`config.mk`:
```
export PLATFORM = sky130hd
export DESIGN_NAME = pf_alloc_filter
export DESIGN_NICKNAME = d
export VERILOG_FILES = /design/src/rtl/pf_pkg.sv /design/src/rtl/pf_reset_sync.sv /design/src/rtl/pf_decide.sv /design/src/rtl/pf_pipe_stage.sv /design/src/rtl/pf_alloc_filter.sv
export SDC_FILE = /design/constraint.sdc
export NUM_CORES = 1
export LEC_CHECK = 0
export CORE_AREA = 2 2 42 44
export CTS_CLUSTER_SIZE = 16
export DETAILED_ROUTE_END_ITERATION = 10
export DIE_AREA = 0 0 44 46
export GPL_TIMING_DRIVEN = 0
export PLACE_DENSITY = 0.83
export REMOVE_ABC_BUFFERS = 1
export SYNTH_ARGS = -nofsm -noshare
export SYNTH_HDL_FRONTEND = slang
export SYNTH_HIERARCHICAL = 1
export SYNTH_SLANG_ARGS = --single-unit
```
`constraint.sdc`:
```
create_clock -name clk -period 0.8 [get_ports clk]
set_input_delay 0.08 -clock clk [delete_from_list [all_inputs] [get_ports clk]]
set_output_delay 0.08 -clock clk [all_outputs]
set_load 0.01 [all_outputs]
```
`src/rtl/pf_pkg.sv`:
```
package pf_pkg;

  // Policy setting as seen by the decision logic: {data_only, instr_only}
  typedef enum logic [1:0] {
    PF_POL_OPEN   = 2'b00,
    PF_POL_INSTR  = 2'b01,
    PF_POL_DATA   = 2'b10,
    PF_POL_LOCKED = 2'b11
  } pf_policy_e;

  typedef struct packed {
    logic use_l2;
    logic allocate;
    logic bypass;
  } pf_action_t;

  localparam int PF_ACTION_W = $bits(pf_action_t);

endpackage

```
`src/rtl/pf_reset_sync.sv`:
```
module pf_reset_sync #(
  parameter int STAGES = 2
) (
  input  logic clk,
  input  logic rst_n,
  output logic rst_sync_n
);
  logic [STAGES-1:0] sync_q;
  logic [STAGES-1:0] sync_d;

  generate
    if (STAGES == 1) begin : g_single
      assign sync_d = 1'b1;
    end else begin : g_chain
      assign sync_d = {sync_q[STAGES-2:0], 1'b1};
    end
  endgenerate

  always_ff @(posedge clk or negedge rst_n) begin
    if (!rst_n) sync_q <= '0;
    else        sync_q <= sync_d;
  end

  assign rst_sync_n = sync_q[STAGES-1];
endmodule

```
`src/rtl/pf_decide.sv`:
```
module pf_decide
  import pf_pkg::*;
(
  input  logic       is_instr,
  input  logic       l2_hit,
  input  pf_policy_e policy,
  output pf_action_t action
);
  logic class_blocked;

  always_comb begin
    unique case (policy)
      PF_POL_OPEN:   class_blocked = 1'b0;
      PF_POL_INSTR:  class_blocked = !is_instr;
      PF_POL_DATA:   class_blocked = is_instr;
      PF_POL_LOCKED: class_blocked = 1'b1;
      default:       class_blocked = 1'b1;
    endcase
  end

  always_comb begin
    action = '0;
    if (l2_hit) begin
      action.use_l2 = 1'b1;
    end else if (class_blocked) begin
      action.bypass = 1'b1;
    end else begin
      action.use_l2   = 1'b1;
      action.allocate = 1'b1;
    end
  end
endmodule

```
`src/rtl/pf_pipe_stage.sv`:
```
module pf_pipe_stage #(
  parameter int W = 8
) (
  input  logic         clk,
  input  logic         rst_n,
  input  logic         run,
  input  logic         in_valid,
  output logic         in_ready,
  input  logic [W-1:0] in_data,
  output logic         out_valid,
  input  logic         out_ready,
  output logic [W-1:0] out_data
);
  logic         valid_q;
  logic         valid_d;
  logic         load;
  logic [W-1:0] data_q;

  assign in_ready = run && (!valid_q || out_ready);
  assign load     = in_valid && in_ready;

  always_comb begin
    valid_d = valid_q;
    if (load)           valid_d = 1'b1;
    else if (out_ready) valid_d = 1'b0;
  end

  always_ff @(posedge clk or negedge rst_n) begin
    if (!rst_n) valid_q <= 1'b0;
    else        valid_q <= valid_d;
  end

  always_ff @(posedge clk) begin
    if (load) data_q <= in_data;
  end

  assign out_valid = valid_q;
  assign out_data  = data_q;
endmodule

```
`src/rtl/pf_alloc_filter.sv`:
```
module pf_alloc_filter
  import pf_pkg::*;
#(
  parameter int TAG_W       = 8,
  parameter int SYNC_STAGES = 2
) (
  input  logic             clk,
  input  logic             rst_n,
  input  logic             mode_instr_only,
  input  logic             mode_data_only,
  input  logic             req_valid,
  output logic             req_ready,
  input  logic             req_is_instr,
  input  logic             req_is_write,
  input  logic             req_l2_hit,
  input  logic [TAG_W-1:0] req_tag,
  output logic             rsp_valid,
  input  logic             rsp_ready,
  output logic             rsp_use_l2,
  output logic             rsp_allocate,
  output logic             rsp_bypass,
  output logic             rsp_write,
  output logic [TAG_W-1:0] rsp_tag
);
  localparam int PAY_W = TAG_W + 1 + PF_ACTION_W;

  logic       rst_sync_n;
  pf_policy_e policy;
  pf_action_t action_d;
  pf_action_t action_q;
  logic [PAY_W-1:0] pay_d;
  logic [PAY_W-1:0] pay_q;

  pf_reset_sync #(.STAGES(SYNC_STAGES)) u_rst (
    .clk        (clk),
    .rst_n      (rst_n),
    .rst_sync_n (rst_sync_n)
  );

  assign policy = pf_policy_e'({mode_data_only, mode_instr_only});

  pf_decide u_decide (
    .is_instr (req_is_instr),
    .l2_hit   (req_l2_hit),
    .policy   (policy),
    .action   (action_d)
  );

  assign pay_d = {req_tag, req_is_write, action_d};

  pf_pipe_stage #(.W(PAY_W)) u_stage (
    .clk       (clk),
    .rst_n     (rst_sync_n),
    .run       (rst_sync_n),
    .in_valid  (req_valid),
    .in_ready  (req_ready),
    .in_data   (pay_d),
    .out_valid (rsp_valid),
    .out_ready (rsp_ready),
    .out_data  (pay_q)
  );

  assign action_q     = pay_q[PF_ACTION_W-1:0];
  assign rsp_write    = pay_q[PF_ACTION_W];
  assign rsp_tag      = pay_q[PAY_W-1 -: TAG_W];
  assign rsp_use_l2   = action_q.use_l2;
  assign rsp_allocate = action_q.allocate;
  assign rsp_bypass   = action_q.bypass;
endmodule

```
==> results of run 1 <==
-- layout by cell type (no fill, tap or decap) --
master	synthesis	final
clkdlybuf4s50_1	0	13
nor2b_4	1	1
nand2b_4	1	1
nor2_1	1	1
clkbuf_4	0	3
or2_1	1	1
nand2_1	2	2
and2_4	1	1
buf_6	0	3
mux2i_2	0	1
dlygate4sd2_1	0	2
dfrtp_1	3	3
dlymetal6s2s_1	0	2
conb_1	1	1
dlygate4sd3_1	0	1
buf_4	0	1
and2b_2	1	1
buf_2	0	12
clkbuf_1	0	1
edfxtp_1	12	12
-- final cells by class --
type	instances	share of cell area [%]
clock buffers	4	3.10
repair buffers	34	33.5
flip-flops and latches	15	51.4
multi-input cells	10	9.45
well taps	17	2.51
-- metal layers --
metal / track usage (%) / routed length, microns
met4: 5.45 / 0
met5: 0 / 0
met2: 16.2 / 438
met1: 9.60 / 275
met3: 4.37 / 91
-- registers in the layout (all words and copies together), names as in the netlist --
name	flops
u_rst/sync_q	2
u_stage/out_data	12
u_stage/out_valid	1
-- cell families (layout without fill, tap and decap cells) --
group	after synthesis	in the layout	synth area share (%)
other	1	1	0.733
multiplexers	1	1	1.96
flip-flops	15	15	85.1
buffers and inverters	0	38	0
AND/OR/NAND/NOR	8	8	12.2
-- worst register-to-register path, cell delays in order, from the launching register on --
cell and delay, ns:
dfrtp_1 0.41, nand2b_4 0.08, nor2b_4 0.16, buf_6 0.13
-- power by group through the flow --
stage,registers [mW],clock network (mW),logic (mW)
2_1_floorplan,0.933,0,0.0437
6_report,0.897,0.401,0.202
3_3_place_gp,0.915,0,0.204
4_1_cts,0.898,0.426,0.200
3_5_place_dp,0.917,0,0.209
5_1_grt,0.900,0.460,0.222
-- through the flow --
stage	TNS [ns]	instance area, sq um	cells	util (%)	hold WS (ns)
4_1_cts	-4.45	831	79	51.5	0.0333
2_1_floorplan	-3.82	512	25	-	-0.216
3_3_place_gp	-9.36	833	72	51.6	0.0222
5_1_grt	-5.47	847	80	52.5	0.184
6_report	-4.14	847	80	52.5	0.158
3_5_place_dp	-9.72	833	72	51.6	0.0252
-- worst max-delay path by stage --
stage | endpoint | slack, ns | cells past startpoint
2_1_floorplan | u_stage/out_data[0]$_DFFE_PP_ | -0.32 | 2
4_1_cts | req_ready | -0.28 | 3
6_report | req_ready | -0.26 | 3
3_3_place_gp | req_ready | -0.58 | 4
3_5_place_dp | req_ready | -0.60 | 4
5_1_grt | req_ready | -0.32 | 3
-- repair_timing --
action                                  CTS  global route
hold endpoints to repair                  2             0
setup buffers                             2             1
endpoints found under the setup margin   29            29
gates resized for setup                  57             3
hold buffers                              1             0
pin swaps                                 1             1
cloned                                    0             0
==> results.md, run 1 <==
- Fmax achieved: 0.943 GHz
- WS Path Type: flop to output pin
- WP buf/inv: 1
- VDD IR-drop max: 833 uV
- PortBufs: 30
- DRT Pass-1 Iters: 2
- Seq/Total Area, Yosys: 85.1%
- Root Driver: clkbuf_4
- Core ar.: between 1500 and 2000 sq um
- Multi-input gate area: 80.1 sq um
- RSZ-0062 raised after global routing: yes
- DR vias: 326
- Area growth syn-to-layout: 65.5%
- Worst Setup Start Kind: flop
- Top_reg_cell synth: edfxtp_1
- Static Leak: 0.370 nW
- Synth area leaders: edfxtp_1 70%, dfrtp_1 15%, nand2b_4 2.7%
- Htree depth: 1
- Status: finished with violations
- Sw frac: 19.3%
- R2r setup slk: -0.25 ns
- CP startpoint: u_stage/out_valid$_DFFE_PN0P_
- Clock Power Share: 26.8%
- Fraction of layout cells with a size suffix above 1: 38.1%
- Reg clk slew, reported paths: 0.08 ns
- Die Y-Extent: 46 microns
- Crit end category: output pin
- DRC viols: 0
- Initial antenna violation count: 0
- CP top delay family: flip-flops
- Total gr overflow: 0
- Ant diodes: 0
- Internal Pwr Total: 1.21 mW
- Reg area: 435 sq um
- Max cap viols: 0
- Syn Area/Cell: a little over 20 sq um
- Async SR Flop Fraction: 20.0%
- DR iter-0 viols: 3
- Final setup skew: 0.000679 ns
- I/O pin count: 31
- Final WS setup: -0.260 ns
- Worst-Skew Late Latency: about 0.27 ns
- Total GRT Usage: roughly a tenth
- Initial Utilization: 31.7%
- Comb pwr share: 13.5%
- Global-route wire length before repair: 1.32 mm
- CTS max path bufs: 2
- Detailed-route wire length: approximately 810 microns
- Full die area: 2020 sq um
- Post-route ant nets: 0
- Final Hold Viols: 0
- Post-synth top area share: between 70 and 80%
- Worst Hold Class: flop to async pin
- Final setup violation count: 26
- Vias per cell: 4.08
- Pins Over Slew Limit: 0
- # fillers: 150
- R2r endpoint: u_stage/out_data[5]$_DFFE_PP_
- Failing checks: setup timing
- Worst r2r src: u_stage/out_valid$_DFFE_PN0P_
- Worst path max stage delay: just over 0.4 ns
- Row Count: 15
- Vias in the first global route: 328
- R2R cell count: 3
- Die Wd: 44 microns
- Largest net degree at the start of global routing: 9
- Most common cell in the netlist: edfxtp_1
- Post-Synthesis Cells: 25
- Gp weighted congestion: 0.607
- Crit path time final: 1.06 ns
- Crit path DAT: 0.98 ns
- CP Max Fanout: 3
- Power consumption: approximately 1.5 mW
- Final period util: 133%
- CTS tree: built
- Sw power: 0.290 mW
- Leading area contributor after synthesis: edfxtp_1
- Sequential share of power: 59.8%
- Crit-path cells: nand2b_4, and2_4, buf_6
- Yosys cell types: 11
- EDFF count, synth: 12
- Pre-CTS setup slack: -0.600 ns
- Synth Warn #: 6
- Crit path max-delay cell type: dfrtp_1
- Power per standard cell area: 1770 nW/um^2
- CTS Buf Count: 3
- Seq cells post-synth: 15
- Layout Nets: 81
- Commonest cells in the synthesized netlist: 12 x edfxtp_1, 3 x dfrtp_1, 2 x nand2_1
- Critical Path RT: between 0.7 and 0.8 ns
- WL/cell: 10.1 microns
- Netlist Area Pre-Place: between 500 and 600 sq um
- CTS Sinks: 15
Note: power is estimated with default switching activity, not from simulation.
==> run 2, diff against run 1 <==
==> constraint.sdc (replaced) <==
create_clock -name clk -period 0.8 [get_ports clk]
set_input_delay 0.16 -clock clk [delete_from_list [all_inputs] [get_ports clk]]
set_output_delay 0.16 -clock clk [all_outputs]
set_load 0.01 [all_outputs]
==> results.md, run 2 (synthesis results as in run 1) <==
- Critical Path RT: 0.64 ns (-0.08 ns)
- Final Hold Viols: 0 (unchanged)
- Post-route cell area: 825 sq um (-2.7%)
- Ant diodes: 0 (unchanged)
- # fillers: 153 (+2.0%)
- CTS max path bufs: 2 (unchanged)
- Largest register FFs: 12 (unchanged)
- Total gr overflow: 0 (unchanged)
- VDD IR-drop max: 825 uV (-0.88%)
- Full die area: 2020 sq um (unchanged)
- Gp weighted congestion: 0.607 (unchanged)
- Layout Nets: 80 (-1.2%)
- Post-route ant nets: 0 (unchanged)
- Global-route wire length before repair: 1.31 mm (-0.98%)
- Worst Hold Class: primary input to async pin
- Internal Pwr Total: 1.20 mW (-0.75%)
- DRT Pass-1 Iters: 3 (+1)
- Static Leak: 0.353 nW (-4.5%)
- DR vias: 320 (-1.8%)
- Power consumption: 1.49 mW (-0.68%)
- CP Max Fanout: 3 (unchanged)
- CTS Buf Count: 3 (unchanged)
- Initial Utilization: 31.7% (unchanged)
- RSZ-0062 raised after global routing: yes
- Final WS setup: -0.341 ns (-0.0802 ns)
- R2r endpoint: u_stage/out_data[0]$_DFFE_PP_
- Crit path DAT: 0.98 ns (about the same)
- I/O pin count: 31 (unchanged)
- Max cap viols: 0 (unchanged)
- Status: finished with violations
- DRC viols: 0 (unchanged)
- PortBufs: 30 (unchanged)
- Largest net degree at the start of global routing: 9 (unchanged)
- Detailed-route wire length: 796 microns (-1.2%)
- CTS tree: built
- Final period util: 143% (+10 points)
- Sequential share of power: 60.2% (+0.4 points)
- Die Wd: 44 microns (unchanged)
- Crit path time final: 1.14 ns (+0.0802 ns)
- Final setup violation count: 26 (unchanged)
- Fraction of layout cells with a size suffix above 1: 37.1% (-1.0 points)
- Comb pwr share: 12.8% (-0.7 points)
- DR iter-0 viols: 2 (-1)
- Placed cell areas: 833 sq um (unchanged)
- Total GRT Usage: 9.43% (-0.084 points)
- Area growth syn-to-layout: 61.1%
- Failing checks: setup timing
- Crit end category: output pin
- Sw frac: 19.4% (+0.051 points)
- Pins Over Slew Limit: 0 (unchanged)
- Root Driver: clkbuf_4
- Vias in the first global route: 327 (-0.30%)
- Initial antenna violation count: 0 (unchanged)
- Setup TNS: -5.28 ns (-1.14 ns)
- Die Y-Extent: 46 microns (unchanged)
- Final setup skew: 0.000727 ns (+0.0000473 ns)
- Power per standard cell area: 1810 nW/um^2 (+2.0%)
- Reg clk slew, reported paths: 0.08 ns (about the same)
- Worst-Skew Late Latency: 0.27 ns (about the same)
- Pre-CTS setup slack: -0.760 ns (-0.160 ns)
- Hold WS: 0.0406 ns (-0.118 ns)
- Vias per cell: 4.05 (-0.60%)
- Worst Setup Start Kind: flop
- R2r setup slk: -0.26 ns (about the same)
- R2R cell count: 3 (unchanged)
- Commonest cells after routing, fill and taps aside: 12 x clkdlybuf4s50_1, 12 x buf_2, 12 x edfxtp_1, 5 x dlygate4sd2_1
- Clock Power Share: 27.0% (+0.2 points)
- Core ar.: 1610 sq um (unchanged)
- Row Count: 15 (unchanged)
- CTS Sinks: 15 (unchanged)
- WS Path Type: flop to output pin
- WL/cell: 10.1 microns (about the same)
- Htree depth: 1 (unchanged)
- Fmax achieved: 0.877 GHz (-7.0%)
- Worst r2r src: u_stage/out_valid$_DFFE_PN0P_
- Sw power: 0.289 mW (-0.42%)
[run 2: worst max-delay path, stage by stage, from the launching register on]
cell and delay [ns]:
dfrtp_1 0.41, nand2b_4 0.08, and2_4 0.13, buf_6 0.09
[run 2: worst max-delay path by stage]
| stage | from | end | depth (start not counted) |
|---|---|---|---|
| after detailed placement | rsp_ready | req_ready | 4 |
| after floorplan | u_stage/out_valid$_DFFE_PN0P_ | u_stage/out_data[0]$_DFFE_PP_ | 2 |
| after CTS | u_stage/out_valid$_DFFE_PN0P_ | req_ready | 3 |
| after global placement | rsp_ready | req_ready | 4 |
| after global routing | u_stage/out_valid$_DFFE_PN0P_ | req_ready | 3 |
| final | u_stage/out_valid$_DFFE_PN0P_ | req_ready | 3 |
[run 2: through the flow]
stage	instances	utilization, %
after CTS	78	50.6
final	79	51.1
after floorplan	25	-
after global routing	79	51.1
after global placement	72	51.6
after detailed placement	72	51.6
[run 2: per-layer routing]
layer / wire length (microns) / vias to the layer above / global-route usage (%)
met3: 92 / 0 / 4.37
met2: 437 / 18 / 15.9
met1: 266 / 143 / 9.60
met4: 0 / 0 / 5.45
li1: - / 159 / -
met5: 0 / - / 0
[run 2: repair_timing]
item                                    4_1_cts  5_1_grt
resized for setup                            60        0
endpoints found under the setup margin       29       26
buffers inserted                              2        1
hold buffers                                  0        0
pin swaps                                     1        0
[run 2: power groups by stage]
stage / Clock (mW) / Sequential [mW] / Combinational, mW
after floorplan: 0 / 0.933 / 0.0437
after global placement: 0 / 0.915 / 0.204
after detailed placement: 0 / 0.917 / 0.209
after CTS: 0.426 / 0.898 / 0.191
after global routing: 0.460 / 0.900 / 0.210
final: 0.402 / 0.897 / 0.191
[run 2: area by class of cell]
class / instances / area (sq um) / area share (%)
timing repair buffer: 33 / 265 / 32.2
tap: 17 / 21.3 / 2.58
clock buffer: 4 / 26.3 / 3.19
sequential: 15 / 435 / 52.8
multi-input combinational: 10 / 76.3 / 9.26
